[config.mk]
export PLATFORM = sky130hd
export DESIGN_NAME = burst_sram_ctrl
export DESIGN_NICKNAME = d
export VERILOG_FILES = /design/src/rtl/bsram_pkg.sv /design/src/rtl/bsram_decode.sv /design/src/rtl/bsram_addr_seq.sv /design/src/rtl/bsram_array.sv /design/src/rtl/burst_sram_ctrl.sv
export SDC_FILE = /design/constraint.sdc
export NUM_CORES = 1
export LEC_CHECK = 0
export BUFFER_PORTS_ARGS = -buffer_cell sky130_fd_sc_hd__buf_4
export CAP_MARGIN = 25
export CORE_MARGIN = 2
export CORE_UTILIZATION = 50
export CTS_CLUSTER_DIAMETER = 60
export DETAILED_ROUTE_END_ITERATION = 12
export PLACE_DENSITY_LB_ADDON = 0.3
export SYNTH_ARGS = -nofsm -noshare
export SYNTH_HDL_FRONTEND = slang
export SYNTH_SLANG_ARGS = --single-unit
[constraint.sdc]
create_clock -name clk -period 9.35 [get_ports clk]
set_input_delay 0.4675 -clock clk [delete_from_list [all_inputs] [get_ports clk]]
set_output_delay 0.4675 -clock clk [all_outputs]
set_load 0.05 [all_outputs]
[src/rtl/bsram_pkg.sv]
package bsram_pkg;
  typedef enum logic [2:0] {
    CYC_DESEL    = 3'd0,
    CYC_DOZE     = 3'd1,
    CYC_BEGIN_RD = 3'd2,
    CYC_BEGIN_WR = 3'd3,
    CYC_NEXT_RD  = 3'd4,
    CYC_NEXT_WR  = 3'd5,
    CYC_HOLD_RD  = 3'd6,
    CYC_HOLD_WR  = 3'd7
  } cyc_e;

  typedef enum logic [1:0] {
    ADR_KEEP = 2'd0,
    ADR_LOAD = 2'd1,
    ADR_STEP = 2'd2
  } adr_op_e;

  function automatic logic cyc_is_read(cyc_e k);
    return (k == CYC_BEGIN_RD) || (k == CYC_NEXT_RD) || (k == CYC_HOLD_RD);
  endfunction

  function automatic logic cyc_is_write(cyc_e k);
    return (k == CYC_BEGIN_WR) || (k == CYC_NEXT_WR) || (k == CYC_HOLD_WR);
  endfunction
endpackage

[src/rtl/bsram_decode.sv]
module bsram_decode
  import bsram_pkg::*;
#(
  parameter int NB = 4
) (
  input  logic          doze,
  input  logic          sel_a_n,
  input  logic          sel_b,
  input  logic          sel_c_n,
  input  logic          cpu_stb_n,
  input  logic          ctl_stb_n,
  input  logic          step_n,
  input  logic          all_wr_n,
  input  logic          lane_wr_en_n,
  input  logic [NB-1:0] lane_wr_n,
  input  logic          burst_live,
  output cyc_e          kind,
  output adr_op_e       adr_op,
  output logic [NB-1:0] lane_we
);
  logic merged_wr;
  logic selected;
  logic cpu_go;

  assign merged_wr = ~all_wr_n | (~lane_wr_en_n & ~(&lane_wr_n));
  assign selected  = ~sel_a_n & sel_b & ~sel_c_n;
  assign cpu_go    = ~cpu_stb_n & ~sel_a_n;

  always_comb begin
    kind   = CYC_DESEL;
    adr_op = ADR_KEEP;
    if (doze) begin
      kind = CYC_DOZE;
    end else if (cpu_go) begin
      if (selected) begin
        kind   = CYC_BEGIN_RD;
        adr_op = ADR_LOAD;
      end
    end else if (!ctl_stb_n) begin
      if (selected) begin
        kind   = merged_wr ? CYC_BEGIN_WR : CYC_BEGIN_RD;
        adr_op = ADR_LOAD;
      end
    end else if (burst_live) begin
      if (!step_n) begin
        kind   = merged_wr ? CYC_NEXT_WR : CYC_NEXT_RD;
        adr_op = ADR_STEP;
      end else begin
        kind   = merged_wr ? CYC_HOLD_WR : CYC_HOLD_RD;
      end
    end
  end

  for (genvar i = 0; i < NB; i++) begin : g_lane
    assign lane_we[i] = cyc_is_write(kind) & (~all_wr_n | (~lane_wr_en_n & ~lane_wr_n[i]));
  end
endmodule

[src/rtl/bsram_addr_seq.sv]
module bsram_addr_seq
  import bsram_pkg::*;
#(
  parameter int AW = 4,
  parameter int BB = 2
) (
  input  logic          clk,
  input  logic          rst_n,
  input  adr_op_e       adr_op,
  input  logic          end_burst,
  input  logic [AW-1:0] ext_addr,
  output logic [AW-1:0] acc_addr,
  output logic [AW-1:0] cur_addr,
  output logic          live
);
  localparam int HI = AW - BB;

  logic [BB-1:0] low_next;
  assign low_next = cur_addr[BB-1:0] + BB'(1);

  always_comb begin
    unique case (adr_op)
      ADR_LOAD: acc_addr = ext_addr;
      ADR_STEP: acc_addr = {cur_addr[AW-1 -: HI], low_next};
      default:  acc_addr = cur_addr;
    endcase
  end

  always_ff @(posedge clk) begin
    if (!rst_n) begin
      cur_addr <= '0;
      live     <= 1'b0;
    end else begin
      cur_addr <= acc_addr;
      if (adr_op == ADR_LOAD) live <= 1'b1;
      else if (end_burst)     live <= 1'b0;
    end
  end
endmodule

[src/rtl/bsram_array.sv]
module bsram_array #(
  parameter int AW = 4,
  parameter int NB = 4
) (
  input  logic            clk,
  input  logic            rst_n,
  input  logic [AW-1:0]   acc_addr,
  input  logic [NB-1:0]   lane_we,
  input  logic            rd_en,
  input  logic [8*NB-1:0] wdata,
  output logic [8*NB-1:0] rdata
);
  localparam int DEPTH = 1 << AW;

  for (genvar b = 0; b < NB; b++) begin : g_lane
    logic [7:0] mem [DEPTH];
    always_ff @(posedge clk) begin
      if (!rst_n) begin
        for (int w = 0; w < DEPTH; w++) mem[w] <= '0;
        rdata[8*b +: 8] <= '0;
      end else begin
        if (lane_we[b]) mem[acc_addr] <= wdata[8*b +: 8];
        if (rd_en)      rdata[8*b +: 8] <= mem[acc_addr];
      end
    end
  end
endmodule

[src/rtl/burst_sram_ctrl.sv]
module burst_sram_ctrl
  import bsram_pkg::*;
#(
  parameter int AW = 4,
  parameter int NB = 4,
  parameter int BB = 2,
  localparam int DW = 8 * NB
) (
  input  logic          clk,
  input  logic          rst_n,
  input  logic          doze,
  input  logic          sel_a_n,
  input  logic          sel_b,
  input  logic          sel_c_n,
  input  logic          cpu_stb_n,
  input  logic          ctl_stb_n,
  input  logic          step_n,
  input  logic          all_wr_n,
  input  logic          lane_wr_en_n,
  input  logic [NB-1:0] lane_wr_n,
  input  logic [AW-1:0] addr,
  input  logic [DW-1:0] wdata,
  input  logic          out_en_n,
  output logic [DW-1:0] rdata,
  output logic          bus_drive,
  output logic [2:0]    cycle_kind,
  output logic [AW-1:0] burst_addr
);
  cyc_e          kind_d, kind_q;
  adr_op_e       adr_op;
  logic [NB-1:0] lane_we;
  logic          live;
  logic [AW-1:0] acc_addr;

  bsram_decode #(.NB(NB)) u_decode (
    .doze(doze), .sel_a_n(sel_a_n), .sel_b(sel_b), .sel_c_n(sel_c_n),
    .cpu_stb_n(cpu_stb_n), .ctl_stb_n(ctl_stb_n), .step_n(step_n),
    .all_wr_n(all_wr_n), .lane_wr_en_n(lane_wr_en_n), .lane_wr_n(lane_wr_n),
    .burst_live(live), .kind(kind_d), .adr_op(adr_op), .lane_we(lane_we)
  );

  bsram_addr_seq #(.AW(AW), .BB(BB)) u_seq (
    .clk(clk), .rst_n(rst_n), .adr_op(adr_op),
    .end_burst((kind_d == CYC_DESEL) || (kind_d == CYC_DOZE)),
    .ext_addr(addr), .acc_addr(acc_addr), .cur_addr(burst_addr), .live(live)
  );

  bsram_array #(.AW(AW), .NB(NB)) u_array (
    .clk(clk), .rst_n(rst_n), .acc_addr(acc_addr), .lane_we(lane_we),
    .rd_en(cyc_is_read(kind_d)), .wdata(wdata), .rdata(rdata)
  );

  always_ff @(posedge clk) begin
    if (!rst_n) kind_q <= CYC_DESEL;
    else        kind_q <= kind_d;
  end

  assign cycle_kind = kind_q;
  assign bus_drive  = cyc_is_read(kind_q) & ~out_en_n;
endmodule

Word-level counts from Yosys, hierarchy flattened --
Memories as Yosys holds them, arrays and structs flattened. A register that Yosys moved wholly into a read port is not among the register bits. Cells that the tools add are included.
Word-level totals: register bits after elaboration 8, bits in writable memories 512, input bits 52, output and inout bits 40, logic and storage cells 111, memories kept 4
Memories:
- u_array.g_lane[0].mem | words 16, width 8, rd ports 1, clocked after Yosys merged registers in 1, write ports 16, line bsram_array.sv:16 | logic [7:0] mem [DEPTH];
- u_array.g_lane[1].mem | words 16, width 8, rd ports 1, clocked after Yosys merged registers in 1, write ports 16, line bsram_array.sv:16
- u_array.g_lane[2].mem | words 16, width 8, rd ports 1, clocked after Yosys merged registers in 1, write ports 16, line bsram_array.sv:16
- u_array.g_lane[3].mem | words 16, width 8, rd ports 1, clocked after Yosys merged registers in 1, write ports 16, line bsram_array.sv:16
Operators by class: add/sub/neg operators 1, equal/unequal tests 12, muxes and demuxes 44, bitwise operators 29, reduce and logical (&&, ||, !) cells 18
Operator list (count):
- two-way mux 8 bit | 4
- OR reduction 8 bit | 4
- two-way mux 1 bit | 23
- == test 3 bit, second input constant | 6
- two-way mux 3 bit | 6
- two-way mux 4 bit | 4
- AND 1 bit | 13
- two-way mux 2 bit | 6
- inverter 1 bit | 11
- == test 3 x 2 -> 1 bit, second input constant | 3
- one-hot mux 4 bit (2 select lines) | 1
- logical OR 1 bit | 7
- bitwise OR 1 bit | 5
- zero test 1 bit | 4
- AND reduction 4 bit | 1
- == test 3 x 1 -> 1 bit, second input constant | 1
- zero test 3 bit | 1
- adder 2 x 1 -> 2 bit, second input constant | 1
- == test 2 x 1 -> 1 bit, second input constant | 1
- == test 2 bit, second input constant | 1
- nonzero test 2 bit | 1

Longest topological paths before layout --
Gate-level depths: netlist of the first run.
word-level depth 19, mapped depth 14

By module --
From an unflattened synthesis of the first run, not the netlist that was laid out.
Second synthesis, totals: cell total of the unflattened synthesis 1883, area total of the unflattened synthesis 25534.5 µm²
By module, submodules not included:
- bsram_array | times used 1, cells each 1813, area each 24933.9 µm², sequential area each 16015.4 µm²
- bsram_addr_seq | times used 1, cells each 33, area each 314.1 µm², sequential area each 100.1 µm²
- bsram_decode | times used 1, cells each 27, area each 182.7 µm², sequential area each 0.0 µm²
- burst_sram_ctrl | times used 1, cells each 10, area each 103.8 µm², sequential area each 60.1 µm²

Worst setup path after synthesis of the first run --
Ideal clock, no wire load.
kind in2reg, start point input port sel_a_n, end point memory u_array.g_lane[1].mem[12][0] (enable), library setup time 0.384 ns, data arrival time 3.304 ns, path slack 5.662 ns, cell stages on the path 10, path buffers 2, cell sequence or3b_4 -> a211oi_4 -> ha_1 -> nor2b_1 -> a22oi_1 -> buf_2 -> nor2_1 -> buf_2 -> nand2_1 -> o21ai_0
RTL lines:
- from (decl) | line burst_sram_ctrl.sv:12 | input logic sel_a_n,
- to (decl) | line bsram_array.sv:16

Worst setup path in the final report of the first run --
start point register u_seq.live, end point register u_array.rdata[3] (read register of u_array.g_lane[0].mem)
Between the ends: word-level cells in the longest chain between the ends 7
Ends and longest elaborated chain:
- from (decl) | line bsram_addr_seq.sv:14 | output logic live
- from (signal assigned) | line bsram_addr_seq.sv:32 | live <= 1'b0;
- from (signal assigned) | line bsram_addr_seq.sv:35 | if (adr_op == ADR_LOAD) live <= 1'b1;
- from (signal assigned) | line bsram_addr_seq.sv:36 | else if (end_burst) live <= 1'b0;
- two-way mux 3 bit | line bsram_decode.sv:44 | end else if (burst_live) begin
- two-way mux 3 bit | line bsram_decode.sv:39 | end else if (!ctl_stb_n) begin
- two-way mux 3 bit | line bsram_decode.sv:34 | end else if (cpu_go) begin
- two-way mux 3 bit | line bsram_decode.sv:32 | if (doze) begin
- == test 3 x 2 -> 1 bit / == test 3 bit (equally long branches) | line bsram_pkg.sv:20 | return (k == CYC_BEGIN_RD) || (k == CYC_NEXT_RD) || (k == CYC_HOLD_RD);
- logical OR 1 bit (2 in series) | line bsram_pkg.sv:20
- to (decl) | line bsram_array.sv:11 | output logic [8*NB-1:0] rdata
Several ways; a longest one is shown, not always the timed one. A chain may end at the register's enable or synchronous reset.

==> results of run 1 <==
## worst max-delay path by stage
stage | to | cells past startpoint | slack, ns
after floorplan | u_array.g_lane[1].mem[12][0] | 10 | 5.66
after global placement | u_array.rdata[18] | 12 | 4.00
after detailed placement | u_array.rdata[3] | 12 | 4.00
after CTS | u_array.rdata[3] | 11 | 4.33
after global routing | u_array.rdata[18] | 11 | 4.00
final | u_array.rdata[3] | 11 | 4.31
## state kept, by name, indices dropped and copies added (netlist names)
| signal | cells |
|---|---|
| u_seq.cur_addr | 4 |
| cycle_kind | 3 |
| u_seq.live | 1 |
| u_array.rdata | 32 |
| u_array.g_lane.mem | 512 |
## power breakdown
group          switching [mW]  internal (mW)  total [mW]
registers              0.0276           2.77        2.79
clock network           0.930           1.25        2.18
logic                   0.187         0.0697       0.257
total                    1.14           4.09        5.23
## kinds of logic (layout without fill, tap and decap cells)
kind of cell	count (synthesis)	in the layout	share of synthesized area (%)
other	0	2	0
AOI/OAI and AO/OA	288	288	6.816
buffers and inverters	148	285	2.668
and+or+nand+nor	1053	1053	23.58
adders and majority gates	2	2	0.09702
muxes	96	96	4.114
DFF	552	552	62.72
## area by class of cell
| cell class | instances | area (µm²) | share of cell area, % |
|---|---|---|---|
| sequential | 552 | 16180 | 55.69 |
| multi-input combinational | 1439 | 8952 | 30.82 |
| clock buffer | 82 | 1590 | 5.475 |
| timing repair buffer | 180 | 1291 | 4.446 |
| tap | 680 | 850.8 | 2.929 |
| clock inverter | 20 | 167.7 | 0.5773 |
| inverter | 3 | 11.26 | 0.03877 |
| antenna | 2 | 5.005 | 0.01723 |
## stage by stage
step	cells	worst slack, ns
global route	2956	4.004
global placement	2788	4.005
finish	2958	4.308
CTS	2920	4.332
floorplan	2139	5.662
detailed placement	2818	4.000
## synth_stat cells (all sizes together), types with 2 or more instances
cell type / count / area share, %
or3: 2 / 0.049
a2111oi: 32 / 1.1
nand2b: 4 / 0.13
nor2b: 2 / 0.049
o22ai: 24 / 0.58
and2: 517 / 13
a21oi: 90 / 1.7
nand4bb: 2 / 0.15
nand3b: 2 / 0.058
ha: 2 / 0.097
inv: 3 / 0.044
clkbuf: 91 / 1.3
a22oi: 2 / 0.078
nand3: 39 / 0.82
dfxtp: 40 / 3.1
nand2: 321 / 4.7
nor3: 11 / 0.23
a32oi: 32 / 1.1
mux2i: 88 / 3.4
buf: 54 / 1.3
mux4: 8 / 0.70
o21ai: 101 / 2.0
nand4: 68 / 1.8
edfxtp: 512 / 60
or2: 2 / 0.049
a22o: 2 / 0.068
nor2: 78 / 2.8
## per-layer routing
| layer | track usage (%) | vias up | wire, µm |
|---|---|---|---|
| li1 | - | 7842 | - |
| met1 | 36.77 | 8708 | 29170 |
| met2 | 42.79 | 886 | 33470 |
| met3 | 4.048 | 167 | 6112 |
| met4 | 10.52 | 0 | 2606 |
| met5 | 0 | - | 0 |
==> impl_metrics.yaml, run 1 <==
run_status:
  status: "completed"
place:
  gp_congestion: 0.8461
  portBuffers: 91
  postPlaceCellArea_um2: 27090
  dp_hpwl_mm: 46.33
setup_path:
  startpoint_type: "flop"
  required_ns: 9.82
  r2r_slack_ns: 4.31
  critPathArrivalTime_ns: 5.51
  crit_family: "buffers and inverters"
  worstSetupStartpoint: "u_seq.live"
  crit_top_cell: "buf_4"
  cp_max_fo: 69
  path_cells: "o211ai_1 -> or3_1 -> ha_1 -> nand4bb_1 -> nand4_1 -> buf_4 -> buf_4 -> buf_4 -> mux4_2 -> a2111oi_0 -> a21oi_1"
  crit_type: "reg2reg"
  r2r-start: "u_seq.live"
  worstReg2RegEnd: "u_array.rdata[3]"
  r2r_cells: 11
  cp_slowest_cell: "buf_4"
  end_kind: "flop"
  critPathBufInv: 3
  critPathMaxStageDelay_ns: 0.79
global_route:
  grt_pass1_wl_mm: 106.4
  gr-usage-all-layers_pct: 26.70
  grt_pass1_vias: 17165
  antenna_found_initial: 2
  grt-ovfl-total: 0
  grt_max_degree: 95
finish:
  fillCellCount: 4121
  area_growth_pct: 12.62
  final_common_cell: "and2_1"
  fin_util_pct: 56.73
  stdcell_area_um2: 29040
  fin_nets: 2284
  mostFrequentLayoutCells: "and2_1 (517), edfxtp_1 (512), nand2_1 (320), buf_4 (118), o21ai_0 (101)"
  drive_gt1_share_pct: 14.94
power:
  powerDensity_nw_per_um2: 180.1
  p_leak_nw: 10.33
  power_mw: 5.231
  ir_drop_mv: 0.1350
clock_tree:
  cts_setup_buffers: 0
  clockBufferDepth: 3
  h-tree-depth: 2
  numCtsBuffers: 54
  clock_sinks: 552
  cts_tree: "yes"
  clkLatencyLatePin_ns: 0.61
  cts_root_buffer: "clkbuf_16"
  ctsHoldBuffers: 0
  clkTransAtPathRegs_ns: 0.06
  cts_resized: 0
route:
  routedWlPerCell_um: 24.12
  viasPerCell: 5.951
  drc_errors: 0
  vias: 17603
  drt-initial-drc-count: 2093
  firstDrtPassIters: 5
  detail-route-antenna-nets: 0
  finalWirelength_mm: 71.36
floorplanning:
  initial_core_util_pct: 50.37
  io-pin-count: 92
  die-area_um2: 53410
  die_w_um: 231.1
  die_h_um: 231.1
  rows: 83
  core-area_um2: 51200
synth:
  synthesis.nets: 2193
  seq_area_frac_synth_pct: 62.72
  synth-seq-cells: 552
  postSynthAreaPerCell_um2: 12.06
  yosysWarningCount: 0
  async_flop_share_pct: 0
  netlist_area_um2: 25790
  synth_edf_count: 512
  ys_types: 49
  synth_cells: 2139
  synth_ff_type: "edfxtp_1"
min_path:
  hp-start: "doze"
  holdPathEnd: "cycle_kind[2]"
  hp-class: "in2reg"
  hold_path_depth: 2
timing:
  tightest_slew_ns: 1.103
  setup_tns_ns: 0
  post-route-period-util_pct: 53.93
  final_max_slew_viol_count: 0
  hold_viol: 0
  fmax_mhz: 198.3
  hold_ws_ns: 0.08517
  setup_viol: 0
  rsz0062_at_grt: "false"
  min_period_ns: 5.042
  clock_skew_ns: 0.01717
  relSlewSlack_pct: 24.58
job:
  cap_violations: 0
Note: power is estimated with default switching activity, not from simulation.
==> run 2: changes to the inputs <==
==> constraint.sdc (replaced) <==
create_clock -name clk -period 4 [get_ports clk]
set_input_delay 0.2 -clock clk [delete_from_list [all_inputs] [get_ports clk]]
set_output_delay 0.2 -clock clk [all_outputs]
set_load 0.05 [all_outputs]
==> run 2 against run 1 <==
  * Non-clock buffer count increased by 56
  * Clock skew barely moved
  * Design area grew 3.1%
  * Register-to-register slack lost 4.2 ns
  * Sequential share of layout area down 1.7 points
  * Sequential power increased by 130%
  * First-iteration DRC count increased by 0.53%
==> impl_metrics.yaml, run 2 (synthesis results as in run 1) <==
global_route:
  grt_pass1_vias: 17330
  grt-ovfl-total: 0
  gr-usage-all-layers_pct: 26.50
  grt_max_degree: 125
  grt_pass1_wl_mm: 105.6
  antenna_found_initial: 2
timing:
  setup_viol: 0
  worst_slack_ns: 0.1249
  clock_skew_ns: 0.01765
  post-route-period-util_pct: 96.88
  fmax_mhz: 258.1
  hold_viol: 0
  hold_ws_ns: 0.03998
  setup_tns_ns: 0
  rsz0062_at_grt: "true"
  relSlewSlack_pct: 30.13
  tightest_slew_ns: 1.037
  min_period_ns: 3.875
  final_max_slew_viol_count: 0
setup_path:
  r2r_slack_ns: 0.12
  worstSetupStartpoint: "u_seq.live"
  crit_type: "reg2reg"
  end_kind: "flop"
  r2r-start: "u_seq.live"
  critPathArrivalTime_ns: 4.35
  cp_max_fo: 69
  startpoint_type: "flop"
  worstReg2RegEnd: "u_array.rdata[7]"
  r2r_cells: 11
  required_ns: 4.47
route:
  detail-route-antenna-nets: 0
  drt-initial-drc-count: 2104
  finalWirelength_mm: 71.23
  routedWlPerCell_um: 23.61
  vias: 17736
  drc_errors: 0
  firstDrtPassIters: 6
  viasPerCell: 5.879
finish:
  final_common_cell: "and2_1"
  mostFrequentLayoutCells: "and2_1 (517), edfxtp_1 (512), nand2_1 (316), buf_4 (218), o21ai_0 (101)"
  fin_nets: 2342
  top_regs: "u_array.g_lane.mem x512, u_array.rdata x32, u_seq.cur_addr x4"
  regMostFlops: "u_array.g_lane.mem"
  stdcell_area_um2: 29940
  area_growth_pct: 16.10
  drive_gt1_share_pct: 18.19
  stdcell_count: 3017
  fillCellCount: 4000
  largest_register_ffs: 512
clock_tree:
  clockBufferDepth: 3
  cts_tree: "yes"
  clkTransAtPathRegs_ns: 0.06
  clkLatencyLatePin_ns: 0.62
  cts_root_buffer: "clkbuf_16"
  h-tree-depth: 2
  clock_sinks: 552
  numCtsBuffers: 56
floorplanning:
  rows: 83
  die_w_um: 231.1
  die-area_um2: 53410
  die_h_um: 231.1
  io-pin-count: 92
  core-area_um2: 51200
  initial_core_util_pct: 50.37
power:
  powerDensity_nw_per_um2: 417.2
  ir_drop_mv: 0.3521
  p_leak_nw: 10.71
place:
  postPlaceCellArea_um2: 27810
  dp_hpwl_mm: 47.23
  portBuffers: 91
  dp_slack_ns: -0.2548
  gp_congestion: 0.8604
  placed_cells: 2904
min_path:
  hp-class: "in2reg"
  hold_path_depth: 2
  holdPathEnd: "u_array.g_lane[3].mem[3][4]"
  hp-start: "wdata[28]"
job:
  cap_violations: 0
run_status:
  status: "completed"
==> run 2: cell types whose count changed in the layout (fill, tap and decap cells not counted), sizes merged <==
| cell | change |
|---|---|
| buf | +63 |
| clkbuf | -6 |
| dlygate4sd3 | +4 |
| clkinv | -2 |
| inv | +2 |
| bufinv | +1 |
| clkinvlp | -1 |
| diode | -1 |
| dlymetal6s2s | -1 |
==> run 2: worst max-delay path by stage <==
stage	to	slack [ns]	depth (start not counted)
2_1_floorplan	u_array.g_lane[1].mem[12][0]	0.58	10
3_3_place_gp	u_array.rdata[23]	-0.37	12
3_5_place_dp	u_array.rdata[30]	-0.25	11
4_1_cts	u_array.rdata[0]	0.01	12
5_1_grt	u_array.rdata[7]	-0.03	11
6_report	u_array.rdata[7]	0.12	11
==> run 2: cell type report <==
class | count | area, µm² | area share, %
clock inverters | 20 | 210.2 | 0.7020
flip-flops and latches | 552 | 16180 | 54.02
well taps | 680 | 850.8 | 2.842
multi-input cells | 1439 | 9136 | 30.51
repair buffers | 236 | 1879 | 6.277
inverters | 3 | 11.26 | 0.03761
diodes | 1 | 2.502 | 0.008358
clock buffers | 86 | 1675 | 5.596
==> run 2: per-stage QoR <==
| step | power (mW) | util (%) |
|---|---|---|
| 3_3_place_gp | 7.246 | 54.27 |
| 3_5_place_dp | 7.265 | 54.31 |
| 2_1_floorplan | 6.930 | - |
| 6_report | 12.49 | 58.48 |
| 4_1_cts | 12.51 | 58.16 |
| 5_1_grt | 12.79 | 58.48 |
==> run 2: routing by layer <==
| layer | share of wire [%] | global-route usage (%) |
|---|---|---|
| met1 | 41 | 35.90 |
| met2 | 47 | 42.86 |
| met3 | 8.7 | 4.626 |
| met4 | 3.4 | 10.04 |
| met5 | 0 | 0 |
==> run 2: worst max-delay path, stage by stage (launching register included) <==
cell and delay [ns]:
dfxtp_1 0.41, o211ai_1 0.18, or3_1 0.46, ha_1 0.45
nand4bb_1 0.25, nand4_1 0.23, buf_12 0.27, buf_12 0.34
mux2i_1 0.25, o22ai_1 0.11, a2111oi_1 0.64, a21oi_1 0.13
==> run 2: power by group <==
part	switching (mW)	internal, mW
registers	0.0626	6.46
clock network	2.19	3.14
logic	0.446	0.191
==> run 2: what timing repair did <==
action,in CTS,in global routing
gates resized for setup,16,31
setup buffers,0,0
pin swaps,0,1
setup endpoints to repair,152,178
endpoints found under the hold margin,2,0
hold buffers,4,0
